<file path="src/rtl/pmu_pkg.sv">
package pmu_pkg;
    localparam int CNT_W     = 32;
    localparam int NUM_CNT   = 2;
    localparam int WORD_W    = CNT_W * NUM_CNT;
    localparam int SEL_W     = 6;
    localparam int HI_SEL_LSB = 11;
    localparam int LO_SEL_LSB = 4;
    localparam int USER_EN_BIT  = 2;
    localparam int SUPER_EN_BIT = 1;
    localparam int IDX_LO = 0;
    localparam int IDX_HI = 1;

    localparam logic [SEL_W-1:0] EV_CYCLES  = 6'h00;
    localparam logic [SEL_W-1:0] EV_INSTR   = 6'h01;
    localparam logic [SEL_W-1:0] EV_CACHE   = 6'h09;
    localparam logic [SEL_W-1:0] EV_NOP_HI  = 6'h1C;
    localparam logic [SEL_W-1:0] EV_NOP_LO  = 6'h14;

    typedef enum logic [1:0] {
        A_CTRL = 2'd0,
        A_CNT  = 2'd1,
        A_STAT = 2'd2,
        A_NONE = 2'd3
    } reg_addr_e;

    typedef struct packed {
        logic cycle;
        logic instr;
        logic cref;
        logic cmiss;
        logic snop;
    } evt_t;

    typedef struct packed {
        logic [SEL_W-1:0] sel_hi;
        logic [SEL_W-1:0] sel_lo;
        logic             en_user;
        logic             en_super;
    } ctrl_t;

    function automatic logic [WORD_W-1:0] pack_ctrl(input ctrl_t c);
        logic [WORD_W-1:0] w;
        w = '0;
        w[HI_SEL_LSB +: SEL_W] = c.sel_hi;
        w[LO_SEL_LSB +: SEL_W] = c.sel_lo;
        w[USER_EN_BIT]         = c.en_user;
        w[SUPER_EN_BIT]        = c.en_super;
        return w;
    endfunction

    function automatic ctrl_t unpack_ctrl(input logic [WORD_W-1:0] w);
        ctrl_t c;
        c.sel_hi   = w[HI_SEL_LSB +: SEL_W];
        c.sel_lo   = w[LO_SEL_LSB +: SEL_W];
        c.en_user  = w[USER_EN_BIT];
        c.en_super = w[SUPER_EN_BIT];
        return c;
    endfunction

    function automatic logic event_pick(input logic is_hi,
                                        input logic [SEL_W-1:0] sel,
                                        input evt_t e);
        logic hit;
        hit = 1'b0;
        if (sel == EV_CYCLES)                 hit = e.cycle;
        else if (sel == EV_INSTR)             hit = e.instr;
        else if (sel == EV_CACHE)             hit = is_hi ? e.cmiss : e.cref;
        else if (is_hi && sel == EV_NOP_HI)   hit = e.snop;
        else if (!is_hi && sel == EV_NOP_LO)  hit = e.snop;
        return hit;
    endfunction
endpackage

</file>
<file path="src/rtl/pmu_ctrl_reg.sv">
module pmu_ctrl_reg
    import pmu_pkg::*;
(
    input  logic              clk,
    input  logic              rst,
    input  logic              wr,
    input  logic [WORD_W-1:0] wdata,
    output ctrl_t             ctrl
);
    always_ff @(posedge clk) begin
        if (rst)     ctrl <= '0;
        else if (wr) ctrl <= unpack_ctrl(wdata);
    end

    // control comes out of reset with both enables clear
    a_r1_ctrl_reset: assert property (@(posedge clk)
        $past(rst) |-> (!ctrl.en_user && !ctrl.en_super));
endmodule

</file>
<file path="src/rtl/pmu_event_sel.sv">
module pmu_event_sel
    import pmu_pkg::*;
#(
    parameter bit IS_HI = 1'b0
) (
    input  logic [SEL_W-1:0] sel,
    input  evt_t             evt,
    output logic             hit
);
    always_comb hit = event_pick(IS_HI, sel, evt);
endmodule

</file>
<file path="src/rtl/pmu_counter.sv">
module pmu_counter
    import pmu_pkg::*;
(
    input  logic             clk,
    input  logic             rst,
    input  logic             load,
    input  logic [CNT_W-1:0] load_val,
    input  logic             inc,
    input  logic             ovf_clr,
    output logic [CNT_W-1:0] cnt,
    output logic             ovf
);
    logic wrap;
    always_comb wrap = inc && !load && (cnt == {CNT_W{1'b1}});

    always_ff @(posedge clk) begin
        if (rst) begin
            cnt <= '0;
            ovf <= 1'b0;
        end else begin
            if (load)     cnt <= load_val;
            else if (inc) cnt <= cnt + 1'b1;
            if (wrap)         ovf <= 1'b1;
            else if (ovf_clr) ovf <= 1'b0;
        end
    end

    // a wrap leaves the counter at zero with its status bit set
    a_r10_wrap_sets_flag: assert property (@(posedge clk) disable iff (rst)
        (inc && !load && cnt == {CNT_W{1'b1}}) |=> (ovf && cnt == '0));
    // a load wins over an increment
    a_r9_write_priority: assert property (@(posedge clk) disable iff (rst)
        load |=> (cnt == $past(load_val)));
    // without load or increment the count holds
    a_r4_hold_when_idle: assert property (@(posedge clk) disable iff (rst)
        (!load && !inc) |=> $stable(cnt));
    // status is sticky unless cleared
    a_r11_sticky: assert property (@(posedge clk) disable iff (rst)
        (ovf && !ovf_clr) |=> ovf);
endmodule

</file>
<file path="src/rtl/dual_pmu.sv">
module dual_pmu
    import pmu_pkg::*;
(
    input  logic        clk,
    input  logic        rst,
    input  logic [1:0]  reg_addr,
    input  logic        reg_wr,
    input  logic [63:0] reg_wdata,
    output logic [63:0] reg_rdata,
    input  logic        priv_super,
    input  logic        ev_cycle,
    input  logic        ev_instr,
    input  logic        ev_cache_ref,
    input  logic        ev_cache_miss,
    input  logic        ev_spec_nop,
    output logic        irq
);
    ctrl_t                     ctrl_q;
    evt_t                      evt;
    logic                      count_en;
    logic                      ctrl_wr, cnt_load;
    logic [NUM_CNT-1:0]        hit, inc, ovf, ovf_clr;
    logic [WORD_W-1:0]         cnt_word;

    always_comb begin
        evt.cycle = ev_cycle;
        evt.instr = ev_instr;
        evt.cref  = ev_cache_ref;
        evt.cmiss = ev_cache_miss;
        evt.snop  = ev_spec_nop;
        ctrl_wr   = reg_wr && (reg_addr == A_CTRL);
        cnt_load  = reg_wr && (reg_addr == A_CNT);
        count_en  = priv_super ? ctrl_q.en_super : ctrl_q.en_user;
    end

    pmu_ctrl_reg u_ctrl (
        .clk   (clk),
        .rst   (rst),
        .wr    (ctrl_wr),
        .wdata (reg_wdata),
        .ctrl  (ctrl_q)
    );

    for (genvar i = 0; i < NUM_CNT; i++) begin : g_cnt
        localparam bit HI = (i == IDX_HI);
        logic [SEL_W-1:0] sel;
        always_comb begin
            sel        = HI ? ctrl_q.sel_hi : ctrl_q.sel_lo;
            inc[i]     = hit[i] && count_en;
            ovf_clr[i] = reg_wr && (reg_addr == A_STAT) && reg_wdata[i];
        end

        pmu_event_sel #(.IS_HI(HI)) u_sel (
            .sel (sel),
            .evt (evt),
            .hit (hit[i])
        );

        pmu_counter u_cnt (
            .clk      (clk),
            .rst      (rst),
            .load     (cnt_load),
            .load_val (reg_wdata[i*CNT_W +: CNT_W]),
            .inc      (inc[i]),
            .ovf_clr  (ovf_clr[i]),
            .cnt      (cnt_word[i*CNT_W +: CNT_W]),
            .ovf      (ovf[i])
        );
    end

    always_comb begin
        unique case (reg_addr_e'(reg_addr))
            A_CTRL:  reg_rdata = pack_ctrl(ctrl_q);
            A_CNT:   reg_rdata = cnt_word;
            A_STAT:  reg_rdata = {{(WORD_W-NUM_CNT){1'b0}}, ovf};
            default: reg_rdata = '0;
        endcase
        irq = |ovf;
    end

    // both enables off freezes both counters unless software writes
    a_r5_frozen_when_off: assert property (@(posedge clk) disable iff (rst)
        (!ctrl_q.en_user && !ctrl_q.en_super && !cnt_load) |=> $stable(cnt_word));
    // an interrupt only rises after a counter stepped
    a_r10_irq_from_wrap: assert property (@(posedge clk) disable iff (rst)
        $rose(irq) |-> $past(|inc));
endmodule

</file>
<file path="config.mk">
export PLATFORM = sky130hd
export DESIGN_NAME = dual_pmu
export DESIGN_NICKNAME = d
export VERILOG_FILES = /design/src/rtl/pmu_pkg.sv /design/src/rtl/pmu_ctrl_reg.sv /design/src/rtl/pmu_event_sel.sv /design/src/rtl/pmu_counter.sv /design/src/rtl/dual_pmu.sv
export SDC_FILE = /design/constraint.sdc
export NUM_CORES = 1
export LEC_CHECK = 0
export ABC_AREA = 1
export CAP_MARGIN = 10
export CORE_AREA = 4 4 117 119
export DETAILED_ROUTE_END_ITERATION = 16
export DIE_AREA = 0 0 121 123
export DONT_BUFFER_PORTS = 1
export PLACE_DENSITY = 0.57
export SETUP_SLACK_MARGIN = 0.1
export SLEW_MARGIN = 20
export SYNTH_ARGS = -nofsm -noshare
export SYNTH_HDL_FRONTEND = slang
export SYNTH_SLANG_ARGS = --single-unit
</file>
<file path="constraint.sdc">
create_clock -name clk -period 2.8 [get_ports clk]
set_input_delay 0.56 -clock clk [delete_from_list [all_inputs] [get_ports clk]]
set_output_delay 0.56 -clock clk [all_outputs]
set_load 0.005 [all_outputs]
</file>
==> metrics.yaml, run 1 <==
outcome: "finished clean"
ys.flop_type: "dfxtp_1"
rsz0062_at_grt: "false"
cts_inserted_buffers: 9
powerDensity_mw_per_mm2: 430.4
tritoncts: "built"
first_pass_iters: 8
rr_worst_depth: 9
viasPerCell: 5.134
finalSetupTns_ps: 0
cts_sinks: 80
fmaxAchievable_mhz: 514.1
required_ps: 3040
crit_path_start_kind: "flop"
yosys_warnings: 0
hold_path_end: "g_cnt[0].u_cnt.cnt[16]"
num_io_pins: 140
path_max_fanout: 15
grt_max_degree: 58
hold_ws_ps: 278.0
yosysUniqueCellTypes: 39
vias: 6007
r2r_start: "u_ctrl.ctrl[1]"
cts.clk_slew.worst_paths_ps: 70
die_h_um: 123
grt.total_usage_pct: 24.31
seqCellArea_mm2: 0.001602
diodes: 0
ys_ff_latch: 80
syn_inst: 1008
port_buffers: 0
remaining_drc_errors: 0
worstSetupEndpointType: "flop"
reg2reg_slack_ps: 850
drt_wl_total_mm: 18.04
p_leak_nw: 2.254
ant_nets: 0
grt-ovfl-total: 0
postCtsSetupBuffers: 0
syn_nets: 1085
vdd_drop_max_mv: 0.2942
cap_viol_max_count: 0
cts_max_level: 3
synthesis.area_mm2: 0.005839
grt_pass1_wl_mm: 28.78
drt-initial-drc-count: 400
yosysSeqAreaShare_pct: 27.43
mostFrequentLayoutCells: "299 x nand2_1, 184 x nor2_1, 106 x inv_1"
fillers: 1403
worstSetupPathType: "reg2reg"
core_area_mm2: 0.01257
async_flop_share_pct: 0
tightest_slew_ps: 731.6
postCtsHoldBufs: 0
hold_violations: 0
cts_root_buf: "clkbuf_16"
post_cts_resized: 0
final-setup-viol-count: 0
final_common_cell: "nand2_1"
drive_gt1_share_pct: 7.014
clock_skew_ps: 14.34
routedWlPerCell_um: 15.42
p_total_w: 0.002687
die_x_um: 121
grt_pass1_vias: 5445
clk_latency_ps: 350
grt_antenna_before_repair: 0
holdPathStages: 1
syn_to_final_growth_pct: 6.900
multi_input_area_mm2: 0.003638
gp_congestion: 0.9292
clk_path_buf_depth: 2
maxSlewViolCount: 0
hold_start: "rst"
row_count: 41
synth_area_per_cell_um2: 5.793
nets: 1070
r2r-end: "g_cnt[0].u_cnt.cnt[7]"
initial_core_util_pct: 46.46
finalCritPeriodShare_pct: 69.47
relSlewSlack_pct: 51.11
dp_hpwl_mm: 13.90
min_period_ps: 1945
holdCritPathClass: "in2reg"
cp.arrival_ps: 2180
dieArea_mm2: 0.01488
synth_edf_count: 0
where the power goes:
group | switching [W] | leakage, nW | total, W | internal (W)
Sequential | 0.0000435 | 0.650 | 0.00122 | 0.00118
Combinational | 0.000191 | 1.47 | 0.000274 | 0.0000833
Clock | 0.000498 | 0.134 | 0.00119 | 0.000692
how the worst max path moves through the flow:
stage          cells past startpoint               endpoint           start
6_report                           9  g_cnt[0].u_cnt.cnt[7]  u_ctrl.ctrl[1]
5_1_grt                            9  g_cnt[0].u_cnt.cnt[2]  u_ctrl.ctrl[1]
4_1_cts                            9  g_cnt[0].u_cnt.cnt[7]  u_ctrl.ctrl[1]
3_5_place_dp                       8  g_cnt[0].u_cnt.cnt[7]      priv_super
3_3_place_gp                       8  g_cnt[0].u_cnt.cnt[5]      priv_super
2_1_floorplan                      5           reg_rdata[0]     reg_addr[0]
through the flow:
stage                     instance area [µm²]  utilization, %  instances  setup WS (ps)
after floorplan                          5839               -       1008          995.5
after global placement                   5959           47.42       1154          632.2
after detailed placement                 5959           47.42       1154          631.3
after CTS                                6242           49.67       1170          846.8
after global routing                     6242           49.67       1170          657.9
final                                    6242           49.67       1170          854.8
metal layers:
metal / global-route usage, % / vias to the layer above / routed length [µm]
met3: 4.575 / 15 / 1309
met1: 37.68 / 2673 / 9213
met5: 0 / - / 0
met4: 4.391 / 0 / 158
li1: - / 3144 / -
met2: 35.12 / 175 / 7361
logic make-up (layout without fill, tap and decap cells):
kind of cell	after synthesis	count (layout)	share of synthesized area, %
and+or+nand+nor	610	610	45.36
buffers and inverters	149	139	10.26
AOI/OAI and AO/OA	140	140	12.47
DFF	80	80	27.43
xor gates and xnor gates	27	27	4.050
adders and majority gates	2	2	0.4285
worst max-delay path, cell delays in order, from the launching register on:
cell	delay, ps
dfxtp_1	310
inv_1	60
o21ai_2	160
nand2_2	90
nor2_1	120
nand3_2	370
nand2_2	270
clkinv_1	270
nand2_1	130
a21oi_1	70
flip-flops by register name, indices dropped and copies added (netlist names):
signal           count
g_cnt.u_cnt.ovf      2
g_cnt.u_cnt.cnt     64
u_ctrl.ctrl         14
final cells by class:
cell class | count | share of cell area [%]
Clock buffer | 13 | 3.848
Multi-Input combinational cell | 779 | 58.29
Clock inverter | 3 | 0.6815
Timing Repair Buffer | 8 | 1.163
Sequential cell | 80 | 25.66
Inverter | 115 | 6.915
Tap cell | 172 | 3.448
cell usage after synthesis (all sizes together), types with 8 or more instances:
library cell,n,share of area [%]
nand2,309,21
nor2,205,15
inv,113,7.3
dfxtp,80,27
nand3,71,6.6
o21ai,64,5.5
a21oi,61,5.2
xor2,25,3.7
buf,17,1.8
clkbuf,17,1.1
nand4,12,1.4
o22ai,12,1.3
nor3,8,0.96
No activity file was read; power rests on OpenSTA's default activity.
==> run 2: changes to the inputs <==
==> constraint.sdc (replaced) <==
create_clock -name clk -period 1.9 [get_ports clk]
set_input_delay 0.38 -clock clk [delete_from_list [all_inputs] [get_ports clk]]
set_output_delay 0.38 -clock clk [all_outputs]
set_load 0.005 [all_outputs]
==> metrics.yaml, run 2 (synthesis gave the netlist of run 1 again) <==
vias: 6141
ant_nets: 0
p_sw_share_pct: 25.80
row_count: 41
p_sw_w: 0.001114
clock_skew_ps: 9.652
final_common_cell: "nand2_1"
met3_usage_pct: 3.522
largest_reg_flops: 64
path_max_fanout: 25
viasPerCell: 5.178
worstSetupEndpointType: "output pin"
grt_max_degree: 58
hold_violations: 0
routedWlPerCell_um: 15.57
nets: 1086
p_leak_nw: 2.370
finalCritPeriodShare_pct: 89.43
power_frac_comb_pct: 9.9
diodes: 0
min_period_ps: 1699
maxSlewViolCount: 0
fmaxAchievable_mhz: 588.5
die_h_um: 123
tightest_slew_ps: 613.1
relSlewSlack_pct: 59.08
initial_core_util_pct: 46.46
grt_antenna_before_repair: 0
rsz0062_at_grt: "true"
syn_to_final_growth_pct: 10.99
remaining_drc_errors: 0
crit_path_start_kind: "primary input"
final-setup-viol-count: 0
cts_root_buf: "clkbuf_16"
die_x_um: 121
grt-ovfl-total: 0
worstSetupPathType: "in2out"
clk_path_buf_depth: 2
tritoncts: "built"
dieArea_mm2: 0.01488
powerDensity_mw_per_mm2: 666.5
clk_latency_ps: 350
outcome: "finished clean"
vdd_drop_max_mv: 0.3726
cap_viol_max_count: 0
drt-initial-drc-count: 467
grt_pass1_vias: 5603
grt_use_met1_pct: 38.33
gp_congestion: 0.9091
cts.clk_slew.worst_paths_ps: 70
dp_hpwl_mm: 14.25
grt_pass1_wl_mm: 29.59
top_usage_layer: "met1"
cts_sinks: 80
mostFrequentLayoutCells: "299 x nand2_1, 182 x nor2_1, 106 x inv_1"
design_area_mm2: 0.006481
first_pass_iters: 5
postCtsHoldBufs: 0
cp.arrival_ps: 1320
holdCritPathClass: "in2reg"
top_register: "g_cnt.u_cnt.cnt"
num_io_pins: 140
met2_usage_pct: 36.78
pwr-share-clk_pct: 48.4
cts_inserted_buffers: 9
postPlaceCellArea_mm2: 0.006082
required_ps: 1520
p_seq_share_pct: 41.7
drt_wl_total_mm: 18.47
finalSetupTns_ps: 0
post-route-util_pct: 51.57
drive_gt1_share_pct: 9.665
cts_max_level: 3
port_buffers: 0
grt.total_usage_pct: 25.10
p_int_w: 0.003205
reg_top3: "g_cnt.u_cnt.cnt: 64 flops, u_ctrl.ctrl: 14 flops, g_cnt.u_cnt.ovf: 2 flops"
core_area_mm2: 0.01257
reg2reg_slack_ps: 220
run 2: changes by cell type in the layout (fill, tap and decap cells not counted), moves of 2 or more:
cell,delta
ha_2,+2
nor2_1,-2
ha_1,-2
clkbuf_1,-4
dfxtp_2,+3
bufinv_16,+2
buf_4,+14
buf_12,+2
dfxtp_1,-4
run 2: final cells by class:
class | count | area (µm²)
inverter | 115 | 431.7
sequential | 80 | 1609
tap | 172 | 215.2
timing repair buffer | 24 | 217.7
multi-input combinational | 779 | 3654
clock buffer | 10 | 239.0
clock inverter | 6 | 115.1
fill | 1407 | 6087
run 2: power groups by stage:
stage,combinational (W),sequential (W),clock (W)
CTS,0.000431,0.00180,0.00212
detailed placement,0.000429,0.00184,0
global route,0.000495,0.00181,0.00219
finish,0.000430,0.00180,0.00209
global placement,0.000428,0.00184,0
floorplan,0.000334,0.00182,0
run 2: worst paths after layout:
kind	startpoint	end	cells past startpoint
max	reg_addr[0]	reg_rdata[0]	5
min	rst	g_cnt[0].u_cnt.cnt[12]	1
max reg2reg	g_cnt[0].u_cnt.cnt[1]	g_cnt[0].u_cnt.cnt[16]	9
min reg2reg	u_ctrl.ctrl[13]	u_ctrl.ctrl[13]	2
run 2: metal layers:
layer  routed length (µm)  vias up
li1                     -     3173
met1                 9399     2746
met2                 7659      203
met3                 1157       19
met4                  252        0
met5                    0        -
run 2: timing repair:
| action | in CTS | in global routing |
|---|---|---|
| endpoints found under the setup margin | 0 | 15 |
| gates resized for setup | 0 | 10 |
| hold endpoints to repair | 0 | 0 |
| buffers inserted | 0 | 3 |
run 2: critical path, cell delays in order:
cell,delay [ps]
inv_2,70
nor2_4,60
inv_2,300
buf_4,340
o22ai_1,170
run 2: stage by stage:
step	instances	power, W	hold WS, ps	worst slack (ps)
4_1_cts	1183	0.004349	89.37	131.1
3_3_place_gp	1167	0.002266	457.2	146.4
3_5_place_dp	1167	0.002266	460.0	147.3
6_report	1186	0.004320	101.4	200.8
5_1_grt	1186	0.004498	85.02	88.36
2_1_floorplan	1008	0.002152	449.1	388.9
==> run 3: changes to the inputs <==
--- a/config.mk
+++ b/config.mk
@@ -8,12 +8,13 @@
 export ABC_AREA = 1
 export CAP_MARGIN = 10
 export CORE_AREA = 4 4 117 119
+export CTS_CLUSTER_SIZE = 40
 export DETAILED_ROUTE_END_ITERATION = 16
 export DIE_AREA = 0 0 121 123
 export DONT_BUFFER_PORTS = 1
 export PLACE_DENSITY = 0.57
 export SETUP_SLACK_MARGIN = 0.1
-export SLEW_MARGIN = 20
+export SLEW_MARGIN = 10
 export SYNTH_ARGS = -nofsm -noshare
 export SYNTH_HDL_FRONTEND = slang
 export SYNTH_SLANG_ARGS = --single-unit
==> results of run 3 <==
No change in the layout: final DEF, timing and power equal those of run 2.
